## config.mk

```make
export PLATFORM = sky130hd
export DESIGN_NAME = wm_fifo_pair
export DESIGN_NICKNAME = d
export VERILOG_FILES = /design/src/rtl/wmfp_pkg.sv /design/src/rtl/wmfp_dpath.sv /design/src/rtl/wmfp_ctrl.sv /design/src/rtl/wm_fifo_pair.sv
export SDC_FILE = /design/constraint.sdc
export NUM_CORES = 2
export LEC_CHECK = 0
export ABC_AREA = 0
export CORE_MARGIN = 2
export CORE_UTILIZATION = 40
export CTS_CLUSTER_SIZE = 25
export DETAILED_ROUTE_END_ITERATION = 12
export PLACE_DENSITY_LB_ADDON = 0.2
export SYNTH_ARGS = -nofsm -noshare
export SYNTH_HDL_FRONTEND = slang
export SYNTH_SLANG_ARGS = --single-unit
```

## constraint.sdc

```tcl
create_clock -name clk -period 6.75 [get_ports clk]
set_input_delay 2.025 -clock clk [delete_from_list [all_inputs] [get_ports clk]]
set_output_delay 2.025 -clock clk [all_outputs]
set_load 0.02 [all_outputs]
```

## src/rtl/wmfp_pkg.sv

```systemverilog
package wmfp_pkg;

  // Strobes sent from a queue's control to its datapath
  typedef struct packed {
    logic wrEn;    // store wrData at the write pointer and advance it
    logic rdEn;    // advance the read pointer
    logic bypass;  // queue empty with push and pop together: pass write data through
    logic clear;   // flush: both pointers return to zero
  } fifoStrobe_t;

endpackage

```

## src/rtl/wmfp_dpath.sv

```systemverilog
module wmfp_dpath
  import wmfp_pkg::*;
#(
  parameter int DATA_W = 32,
  parameter int DEPTH  = 16
) (
  input  logic                clk,
  input  logic                rstN,
  input  fifoStrobe_t         stb,
  input  logic [DATA_W-1:0]   wrData,
  input  logic [DATA_W/8-1:0] wrBe,
  input  logic [DATA_W/8-1:0] rdBe,
  output logic [DATA_W-1:0]   rdData
);
  localparam int LANES = DATA_W / 8;
  localparam int PTR_W = (DEPTH > 1) ? $clog2(DEPTH) : 1;
  localparam logic [PTR_W-1:0] LAST = PTR_W'(DEPTH - 1);

  logic [DATA_W-1:0] mem [DEPTH];
  logic [PTR_W-1:0]  wrPtr, rdPtr;
  logic [DATA_W-1:0] wrMask, rdMask, wrMasked, headWord;

  // expand the byte enables into bit masks
  genvar lane;
  generate
    for (lane = 0; lane < LANES; lane++) begin : g_mask
      assign wrMask[lane*8 +: 8] = {8{wrBe[lane]}};
      assign rdMask[lane*8 +: 8] = {8{rdBe[lane]}};
    end
  endgenerate

  assign wrMasked = wrData & wrMask;

  always_ff @(posedge clk or negedge rstN) begin
    if (!rstN) begin
      wrPtr <= '0;
      rdPtr <= '0;
      for (int i = 0; i < DEPTH; i++) mem[i] <= '0;
    end else if (stb.clear) begin
      wrPtr <= '0;
      rdPtr <= '0;
    end else begin
      if (stb.wrEn) begin
        mem[wrPtr] <= wrMasked;
        wrPtr      <= (wrPtr == LAST) ? '0 : wrPtr + 1'b1;
      end
      if (stb.rdEn) begin
        rdPtr <= (rdPtr == LAST) ? '0 : rdPtr + 1'b1;
      end
    end
  end

  assign headWord = stb.bypass ? wrMasked : mem[rdPtr];
  assign rdData   = headWord & rdMask;

endmodule

```

## src/rtl/wmfp_ctrl.sv

```systemverilog
module wmfp_ctrl
  import wmfp_pkg::*;
#(
  parameter int DEPTH = 16,
  parameter bit IS_TX = 1'b0
) (
  input  logic                        clk,
  input  logic                        rstN,
  input  logic                        push,
  input  logic                        pop,
  input  logic                        flush,
  input  logic                        clrOvf,
  input  logic                        clrUdf,
  input  logic [2:0]                  wmCode,
  output fifoStrobe_t                 stb,
  output logic [$clog2(DEPTH+1)-1:0]  count,
  output logic                        req,
  output logic                        ovf,
  output logic                        udf
);
  localparam int CNT_W = $clog2(DEPTH + 1);
  localparam logic [CNT_W-1:0] FULL = CNT_W'(DEPTH);
  localparam logic [CNT_W-1:0] T1   = CNT_W'(1);
  localparam logic [CNT_W-1:0] TQ1  = CNT_W'(DEPTH / 4);
  localparam logic [CNT_W-1:0] TQ2  = CNT_W'(DEPTH / 2);
  localparam logic [CNT_W-1:0] TQ3  = CNT_W'((3 * DEPTH) / 4);

  logic full, empty, doPush, doPop, ovfEv, udfEv;
  logic [CNT_W-1:0] thresh, metric;

  assign full  = (count == FULL);
  assign empty = (count == '0);

  // with both strobes the illegal one completes second, so it stays legal
  assign doPush = push && (!full  || pop);
  assign doPop  = pop  && (!empty || push);
  assign ovfEv  = !flush && push && full  && !pop;
  assign udfEv  = !flush && pop  && empty && !push;

  always_comb begin
    stb        = '0;
    stb.clear  = flush;
    stb.wrEn   = doPush && !flush;
    stb.rdEn   = doPop  && !flush;
    stb.bypass = empty && push && pop;
  end

  always_ff @(posedge clk or negedge rstN) begin
    if (!rstN) begin
      count <= '0;
      ovf   <= 1'b0;
      udf   <= 1'b0;
    end else begin
      if (flush)                count <= '0;
      else if (doPush && !doPop) count <= count + 1'b1;
      else if (doPop && !doPush) count <= count - 1'b1;
      ovf <= (ovf && !clrOvf) || ovfEv;
      udf <= (udf && !clrUdf) || udfEv;
    end
  end

  // threshold decode: transmit measures free room, receive measures fill
  always_comb begin
    unique case (wmCode)
      3'b100:  thresh = IS_TX ? TQ3 : TQ1;
      3'b101:  thresh = TQ2;
      3'b110:  thresh = IS_TX ? TQ1 : TQ3;
      3'b111:  thresh = IS_TX ? T1  : FULL;
      default: thresh = IS_TX ? FULL : T1;   // 000 and reserved codes
    endcase
  end

  assign metric = IS_TX ? (FULL - count) : count;
  assign req    = (metric >= thresh);

endmodule

```

## src/rtl/wm_fifo_pair.sv

```systemverilog
module wm_fifo_pair
  import wmfp_pkg::*;
#(
  parameter int DATA_W = 32,
  parameter int DEPTH  = 16,
  localparam int CNT_W = $clog2(DEPTH + 1),
  localparam int BE_W  = DATA_W / 8
) (
  input  logic              clk,
  input  logic              rstN,
  input  logic [2:0]        txWmCode,
  input  logic [2:0]        rxWmCode,
  input  logic              hostTxPush,
  input  logic [DATA_W-1:0] hostTxData,
  input  logic [BE_W-1:0]   hostTxBe,
  input  logic              hostRxPop,
  input  logic [BE_W-1:0]   hostRxBe,
  output logic [DATA_W-1:0] hostRxData,
  input  logic              serTxPop,
  output logic [DATA_W-1:0] serTxData,
  input  logic              serRxPush,
  input  logic [DATA_W-1:0] serRxData,
  input  logic              txFlush,
  input  logic              rxFlush,
  input  logic [3:0]        flagClr,
  output logic [CNT_W-1:0]  txCount,
  output logic [CNT_W-1:0]  rxCount,
  output logic              txReq,
  output logic              rxReq,
  output logic              txOvf,
  output logic              txUdf,
  output logic              rxOvf,
  output logic              rxUdf
);
  // index 0 = transmit direction, index 1 = receive direction
  logic              pushV  [2];
  logic              popV   [2];
  logic              flushV [2];
  logic [2:0]        wmV    [2];
  logic [DATA_W-1:0] wrDataV[2];
  logic [BE_W-1:0]   wrBeV  [2];
  logic [BE_W-1:0]   rdBeV  [2];
  logic [DATA_W-1:0] rdDataV[2];
  logic [CNT_W-1:0]  cntV   [2];
  logic              reqV   [2];
  logic              ovfV   [2];
  logic              udfV   [2];

  assign pushV[0]   = hostTxPush;  assign pushV[1]   = serRxPush;
  assign popV[0]    = serTxPop;    assign popV[1]    = hostRxPop;
  assign flushV[0]  = txFlush;     assign flushV[1]  = rxFlush;
  assign wmV[0]     = txWmCode;    assign wmV[1]     = rxWmCode;
  assign wrDataV[0] = hostTxData;  assign wrDataV[1] = serRxData;
  assign wrBeV[0]   = hostTxBe;    assign wrBeV[1]   = '1;
  assign rdBeV[0]   = '1;          assign rdBeV[1]   = hostRxBe;

  genvar g;
  generate
    for (g = 0; g < 2; g++) begin : g_dir
      fifoStrobe_t stb;

      wmfp_ctrl #(.DEPTH(DEPTH), .IS_TX(g == 0)) u_ctrl (
        .clk    (clk),
        .rstN   (rstN),
        .push   (pushV[g]),
        .pop    (popV[g]),
        .flush  (flushV[g]),
        .clrOvf (flagClr[2*g]),
        .clrUdf (flagClr[2*g+1]),
        .wmCode (wmV[g]),
        .stb    (stb),
        .count  (cntV[g]),
        .req    (reqV[g]),
        .ovf    (ovfV[g]),
        .udf    (udfV[g])
      );

      wmfp_dpath #(.DATA_W(DATA_W), .DEPTH(DEPTH)) u_dpath (
        .clk    (clk),
        .rstN   (rstN),
        .stb    (stb),
        .wrData (wrDataV[g]),
        .wrBe   (wrBeV[g]),
        .rdBe   (rdBeV[g]),
        .rdData (rdDataV[g])
      );
    end
  endgenerate

  assign serTxData  = rdDataV[0];
  assign hostRxData = rdDataV[1];
  assign txCount    = cntV[0];
  assign rxCount    = cntV[1];
  assign txReq      = reqV[0];
  assign rxReq      = reqV[1];
  assign txOvf      = ovfV[0];
  assign txUdf      = udfV[0];
  assign rxOvf      = ovfV[1];
  assign rxUdf      = udfV[1];

endmodule

```

# After elaboration in Yosys (flattened, before gate mapping)
# Index checks and enable logic that the tools add are counted.
dict set report op_classes {
  n_addsub 9
  n_lt_le_gt_ge 8
  n_eq_ne 14
  mux 34
  n_bitwise 8
  reduce_logical 70
}
# operator n
set op_table {}
lappend op_table {{512-bit bitwise mux} 2}
lappend op_table {{32-bit binary-select mux with 4-bit select} 2}
lappend op_table {{32-bit demux with 4-bit select} 2}
lappend op_table {{32-bit 2-to-1 mux} 8}
lappend op_table {{32-bit AND} 2}
lappend op_table {{4-bit 2-to-1 mux} 12}
lappend op_table {{5-bit one-hot mux with 4 select lines} 2}
lappend op_table {{1-bit logical AND} 34}
lappend op_table {{5-bit 2-to-1 mux} 6}
lappend op_table {{3-bit == test, second input constant} 8}
lappend op_table {{5-bit >= comparator, second input constant} 4}
lappend op_table {{4-bit inverter with 5-bit output} 4}
lappend op_table {{1-bit logical NOT} 18}
lappend op_table {{4-bit by 1-bit adder with 4-bit output, second input constant} 4}
lappend op_table {{4-bit == test, second input constant} 4}
lappend op_table {{5-bit by 1-bit adder with 5-bit output, second input constant} 2}
lappend op_table {{5-bit == test, second input constant} 2}
lappend op_table {{5-bit >= comparator} 2}
lappend op_table {{5-bit logical NOT} 2}
lappend op_table {{5-bit by 1-bit less-than comparator with 1-bit output, second input constant} 2}
lappend op_table {{5-bit by 1-bit subtractor with 5-bit output, second input constant} 2}
lappend op_table {{1-bit logical OR} 8}
lappend op_table {{2-bit nonzero test} 4}
lappend op_table {{3-bit nonzero test} 2}
lappend op_table {{3 further kinds} 5}
dict set report word_totals {
  ff_bits 1054
  inputBits 90
  elab_cells 185
}

# Depth between registers and ports, before layout
dict set report logic_depth {
  ltp_word 9
  depth_mapped 11
  ltp_nobuf 11
}

# Cells and area by module
# Synthesis repeated with hierarchy kept, for this count alone.
dict set report hier_totals {
  hier_cells 4662
  hier_area_um2 47790.8
}
# mod n_inst cells_each area_each_um2 seq_area_each_um2
set modules_own_cells {}
lappend modules_own_cells {wmfp_dpath 2 2252 23194.7 13012.5}
lappend modules_own_cells {{wmfp_ctrl at g_dir[0].u_ctrl} 1 80 703.2 175.2}
lappend modules_own_cells {{wmfp_ctrl at g_dir[1].u_ctrl} 1 77 694.4 175.2}
lappend modules_own_cells {wm_fifo_pair 1 1 3.8 0.0}

# Worst setup path after synthesis
# Ideal clock, no wire load.
dict set report synth_timing {
  kind {input-to-output}
  startpoint {input txWmCode[2]}
  endpoint {output txReq}
  arrival_ns 3.457
  setup_slack_ns 1.268
  stages 6
  path_buffers 0
  cell_sequence {and3_1 ha_1 or3b_2 a21o_1 a21o_1 a21o_1}
}
dict set report synth_via {
  elab_chain_cells 3
  elab_cells_between_ends 6
}
# item line_no
set synth_rtl {}
lappend synth_rtl {{start: declaration} wm_fifo_pair.sv:11} ;# input logic [2:0] txWmCode,
lappend synth_rtl {{3-bit == test} wmfp_ctrl.sv:64} ;# unique case (wmCode)
lappend synth_rtl {{5-bit one-hot mux with 4 select lines (*)} wmfp_ctrl.sv:64}
lappend synth_rtl {{5-bit >= comparator (*)} wmfp_ctrl.sv:74} ;# assign req = (metric >= thresh);
lappend synth_rtl {{end: declaration} wm_fifo_pair.sv:28} ;# output logic txReq,
# Mark *: on every way between the ends. The rest lies on a longest branch, timed or not.

# Final worst setup path
dict set report layout_timing {
  startpoint {input serRxPush}
  endpoint {output hostRxData[18]}
}
dict set report layout_via {
  elab_chain_cells 4
}
# item line_no
set layout_rtl {}
lappend layout_rtl {{start: declaration} wm_fifo_pair.sv:21} ;# input logic serRxPush,
lappend layout_rtl {{1-bit logical AND (2 in series)} wmfp_ctrl.sv:45} ;# stb.bypass = empty && push && pop;
lappend layout_rtl {{32-bit 2-to-1 mux} wmfp_dpath.sv:53} ;# assign headWord = stb.bypass ? wrMasked : mem[rdPtr];
lappend layout_rtl {{32-bit AND} wmfp_dpath.sv:54} ;# assign rdData = headWord & rdMask;
lappend layout_rtl {{end: declaration} wm_fifo_pair.sv:18} ;# output logic [DATA_W-1:0] hostRxData,
# Every way passes these cells.

==> report_table.html <==
<table>
<tr><th>Metric</th><th>Value</th></tr>
<tr><th colspan="2">Placed design</th></tr>
<tr><td>Number of port buffers</td><td>around 170</td></tr>
<tr><td>GPL Wtd Cong</td><td>0.745</td></tr>
<tr><td>Placement Cell Area</td><td>roughly 52000 µm²</td></tr>
<tr><td>Post-DP HPWL</td><td>roughly 75000 µm</td></tr>
<tr><th colspan="2">Setup path</th></tr>
<tr><td>Worst EP arrival</td><td>4.57 ns</td></tr>
<tr><td>Length in cells of the worst reg-to-reg path</td><td>9</td></tr>
<tr><td>Cell-by-cell trace of the critical path</td><td>clkdlybuf4s50_1, nand2_1, buf_4, o311ai_4, o22ai_1, a31o_2, clkdlybuf4s50_1</td></tr>
<tr><td>Worst-path fanout max</td><td>10</td></tr>
<tr><td>Type of destination of the critical path</td><td>output port</td></tr>
<tr><td>Beginning of the critical path</td><td>serRxPush</td></tr>
<tr><td>Critical path launch point type</td><td>primary input</td></tr>
<tr><td>CP peak stage delay</td><td>0.62 ns</td></tr>
<tr><td>Critical Path Slowest Stage Cell</td><td>sky130_fd_sc_hd__clkdlybuf4s50_1</td></tr>
<tr><td>Most repeated library cell on the critical path</td><td>sky130_fd_sc_hd__clkdlybuf4s50_1</td></tr>
<tr><td>Data required, critical path</td><td>about 4.7 ns</td></tr>
<tr><td>R2r startpoint</td><td>g_dir[0].u_ctrl.count[0]</td></tr>
<tr><td>Worst Setup Path Type</td><td>in -&gt; out</td></tr>
<tr><th colspan="2">Logic synthesis</th></tr>
<tr><td>Synth top area share</td><td>0.542</td></tr>
<tr><td>Synth Register Bits</td><td>around 1100</td></tr>
<tr><td>Synth warnings</td><td>0</td></tr>
<tr><td>Number of synthesized flops with an enable pin</td><td>0</td></tr>
<tr><td>Synth area leaders</td><td>sky130_fd_sc_hd__dfrtp_1, sky130_fd_sc_hd__mux2_2, sky130_fd_sc_hd__mux4_2</td></tr>
<tr><td>Cell area after synthesis</td><td>48600 µm²</td></tr>
<tr><td>Post-synthesis cell type with the largest combined area</td><td>sky130_fd_sc_hd__dfrtp_1</td></tr>
<tr><td>Gate count of the mapped netlist</td><td>about 3500</td></tr>
<tr><td>Most used DFF post-synth</td><td>sky130_fd_sc_hd__dfrtp_1</td></tr>
<tr><td>Proportion of synthesized chip area in sequential cells</td><td>0.542</td></tr>
<tr><td>Net Count, Synth</td><td>roughly 3600</td></tr>
<tr><td>Mapped Avg Cell Area</td><td>about 14 µm²</td></tr>
<tr><td>Async set or reset register ratio after synthesis</td><td>1.00</td></tr>
<tr><td>Yosys cell types</td><td>59</td></tr>
<tr><th colspan="2">Timing</th></tr>
<tr><td>Final-report max-slew violation count</td><td>0</td></tr>
<tr><td>Setup repair after global routing missed its margin</td><td>false</td></tr>
<tr><td>Slew @ Worst Pin</td><td>1.02 ns</td></tr>
<tr><td>Final setup violation count</td><td>0</td></tr>
<tr><td>Total count of hold-check failures in the final report</td><td>0</td></tr>
<tr><td>Fraction of the cycle the final worst path needs</td><td>0.977</td></tr>
<tr><td>Clock period minus final worst setup slack</td><td>6.59 ns</td></tr>
<tr><td>Remaining max-slew budget at the tightest pin</td><td>0.319</td></tr>
<tr><td>Aggregate negative setup slack</td><td>0 ns</td></tr>
<tr><td>Achievable Freq</td><td>between 0.15 and 0.2 GHz</td></tr>
<tr><td>Clk_skew</td><td>approximately 0.031 ns</td></tr>
<tr><th colspan="2">Power</th></tr>
<tr><td>Internal portion of total power</td><td>12.6 mW</td></tr>
<tr><td>Switching Power</td><td>4.79 mW</td></tr>
<tr><td>Overall power of the completed layout</td><td>17.4 mW</td></tr>
<tr><td>Switch share</td><td>0.275</td></tr>
<tr><td>Relative contribution of combinational cells to total power</td><td>0.212</td></tr>
<tr><td>Power share of the sequential group</td><td>0.420</td></tr>
<tr><td>Pwr per Cell Area</td><td>309 nW/µm²</td></tr>
<tr><td>Total leakage power</td><td>25.4 nW</td></tr>
<tr><td>Worst VDD drop</td><td>233 µV</td></tr>
<tr><td>Clock network fraction of total power</td><td>0.368</td></tr>
<tr><th colspan="2">Run</th></tr>
<tr><td>Number of maximum-capacitance constraint violations</td><td>0</td></tr>
<tr><th colspan="2">Final layout</th></tr>
<tr><td>Antenna cell count</td><td>0</td></tr>
<tr><td>Utilization after layout</td><td>0.468</td></tr>
<tr><td>Layout overhead on the synthesized area</td><td>15.8%</td></tr>
<tr><td>Final net count</td><td>3691</td></tr>
<tr><td>Layout fillers</td><td>about 11000</td></tr>
<tr><td>Commonest non-fill, non-tap cells in the layout</td><td>sky130_fd_sc_hd__dfrtp_1, sky130_fd_sc_hd__mux2_2, sky130_fd_sc_hd__nand2_1, sky130_fd_sc_hd__o21ai_0, sky130_fd_sc_hd__mux4_2</td></tr>
<tr><td>Most common cell after layout, fill and taps aside</td><td>sky130_fd_sc_hd__dfrtp_1</td></tr>
<tr><td>Layout cells sized above 1</td><td>0.377</td></tr>
<tr><td>Final non-filler cell area</td><td>56300 µm²</td></tr>
<tr><th colspan="2">Die</th></tr>
<tr><td>Floorplan die area</td><td>124000 µm²</td></tr>
<tr><td>Vertical die dimension</td><td>353 µm</td></tr>
<tr><td>Die Span X</td><td>353 µm</td></tr>
<tr><td>Floorplan Core Area</td><td>~120000 µm²</td></tr>
<tr><td>I/O pin cnt</td><td>170</td></tr>
<tr><td>Row cnt</td><td>127</td></tr>
<tr><td>Initial core utilization</td><td>0.404</td></tr>
<tr><th colspan="2">Clock network</th></tr>
<tr><td>Buffer depth of the longest clock path</td><td>3</td></tr>
<tr><td>Hold-fix buffers, CTS</td><td>0</td></tr>
<tr><td>Clock root cell</td><td>sky130_fd_sc_hd__clkbuf_16</td></tr>
<tr><td>Number of buffers added for setup after CTS</td><td>0</td></tr>
<tr><td>TritonCTS buffer count</td><td>roughly 110</td></tr>
<tr><td>Clock Latency Late Sink</td><td>0.72 ns</td></tr>
<tr><td>H-tree depth</td><td>3</td></tr>
<tr><td>Post-cts sizing count</td><td>0</td></tr>
<tr><td>Clock edge transition at the registers on the reported setup and hold paths</td><td>0.06 ns</td></tr>
<tr><td>Number of clock sinks</td><td>between 1000 and 1500</td></tr>
<tr><td>TritonCTS clock tree</td><td>yes</td></tr>
<tr><th colspan="2">Detailed routing</th></tr>
<tr><td>Post-route ant nets</td><td>0</td></tr>
<tr><td>Routed Wire Length</td><td>124000 µm</td></tr>
<tr><td>WL per Instance</td><td>between 20 and 25 µm</td></tr>
<tr><td>Count of TritonRoute iterations in the first routing pass</td><td>4</td></tr>
<tr><td>Total number of vias</td><td>28900</td></tr>
<tr><td>Final routed DRC violation total</td><td>0</td></tr>
<tr><td>DRC marker count from the first detailed-route iteration</td><td>1926</td></tr>
<tr><td>Mean number of vias per cell</td><td>between 5 and 6</td></tr>
<tr><th colspan="2">Hold path</th></tr>
<tr><td>Cell depth of the worst hold path</td><td>2</td></tr>
<tr><td>Startpoint of the lowest-slack hold path</td><td>g_dir[0].u_dpath.mem[25]</td></tr>
<tr><td>Class of the worst hold path</td><td>reg -&gt; reg</td></tr>
<tr><th colspan="2">Global route</th></tr>
<tr><td>Leftover overflow at the end of global routing</td><td>0</td></tr>
<tr><td>Initial antenna violation count</td><td>3</td></tr>
<tr><td>Vias in the first global route</td><td>30800</td></tr>
<tr><td>Largest net degree at the start of global routing</td><td>129</td></tr>
<tr><td>Global Route Usage Sum</td><td>0.203</td></tr>
<tr><td>First-pass GRT wire length</td><td>194000 µm</td></tr>
<tr><th colspan="2">Run status</th></tr>
<tr><td>Outcome</td><td>finished, final reports clean</td></tr>
</table>
==> power groups by stage <==
stage	logic, mW	clock network [mW]	registers (mW)
after floorplan	2.47	0	7.24
after global placement	3.71	0	7.40
after detailed placement	3.73	0	7.41
after CTS	3.74	6.57	7.31
after global routing	3.98	6.84	7.39
final	3.68	6.40	7.30
==> through the flow <==
| stage | setup slack, ns | hold WS (ns) | cells |
|---|---|---|---|
| final | 0.156 | 0.473 | 5268 |
| after global routing | 0.0455 | 0.496 | 5268 |
| after global placement | 0.226 | 0.456 | 5068 |
| after CTS | 0.186 | 0.479 | 5268 |
| after floorplan | 1.27 | 0.444 | 3475 |
| after detailed placement | 0.191 | 0.466 | 5068 |
==> critical path: cells and delay by family <==
family / cells / cell delay [ns]
AOI/OAI and AO/OA: 3 / 1.01
buffers and inverters: 3 / 1.44
and+or+nand+nor: 1 / 0.09
==> cell families after synthesis <==
group                    share of synthesized area
adder cells (fa/ha/maj)                    0.00829
buffers and inverters                       0.0272
AO/OA/AOI/OAI                               0.0591
XOR/XNOR                                   0.00216
multiplexers                                 0.318
flip-flops                                   0.542
AND/OR/NAND/NOR                             0.0427
==> path summary, 6_finish.rpt <==
path,to,slack [ns]
max,hostRxData[18],0.16
min,g_dir[0].u_dpath.mem[25],0.47
max reg2reg,g_dir[0].u_dpath.mem[448],3.19
min reg2reg,g_dir[0].u_dpath.mem[25],0.47
max in group asynchronous,g_dir[0].u_dpath.mem[25],4.13
min in group asynchronous,g_dir[0].u_dpath.mem[67],1.35
==> cell usage after synthesis (all sizes together) (29+ instances only) <==
cell type  instances
o22ai             31
dfrtp           1054
and2              35
clkbuf           145
nand2            311
o21ai            265
mux4             254
ha                29
mux2i            100
a31o              30
a22o              31
nor2              62
buf              153
mux2             777
a211o             33
==> routing by layer <==
layer	global-route usage	routed length [µm]	vias to the layer above	part of all wire
met5	0	37	-	0.00030
met4	0.0561	3230	6	0.026
met3	0.0381	4810	192	0.039
met2	0.341	60900	469	0.49
met1	0.269	54900	15300	0.44
li1	-	-	12900	-
==> area by class of cell <==
cell class	count	area [µm²]	share of cell area
well taps	1612	2020	0.0358
inverters	20	75.1	0.00133
clock inverters	42	567	0.0101
repair buffers	279	2880	0.0512
flip-flops and latches	1054	26400	0.469
clock buffers	158	3290	0.0584
multi-input cells	2103	21100	0.374
==> registers in the layout, summed over array words and instances, names as in the netlist <==
signal	count
g_dir.u_dpath.wrPtr	8
g_dir.u_dpath.mem	1024
g_dir.u_ctrl.count	10
g_dir.u_dpath.rdPtr	8
g_dir.u_ctrl.udf	2
g_dir.u_ctrl.ovf	2
Power figures use the tool's default switching activity.
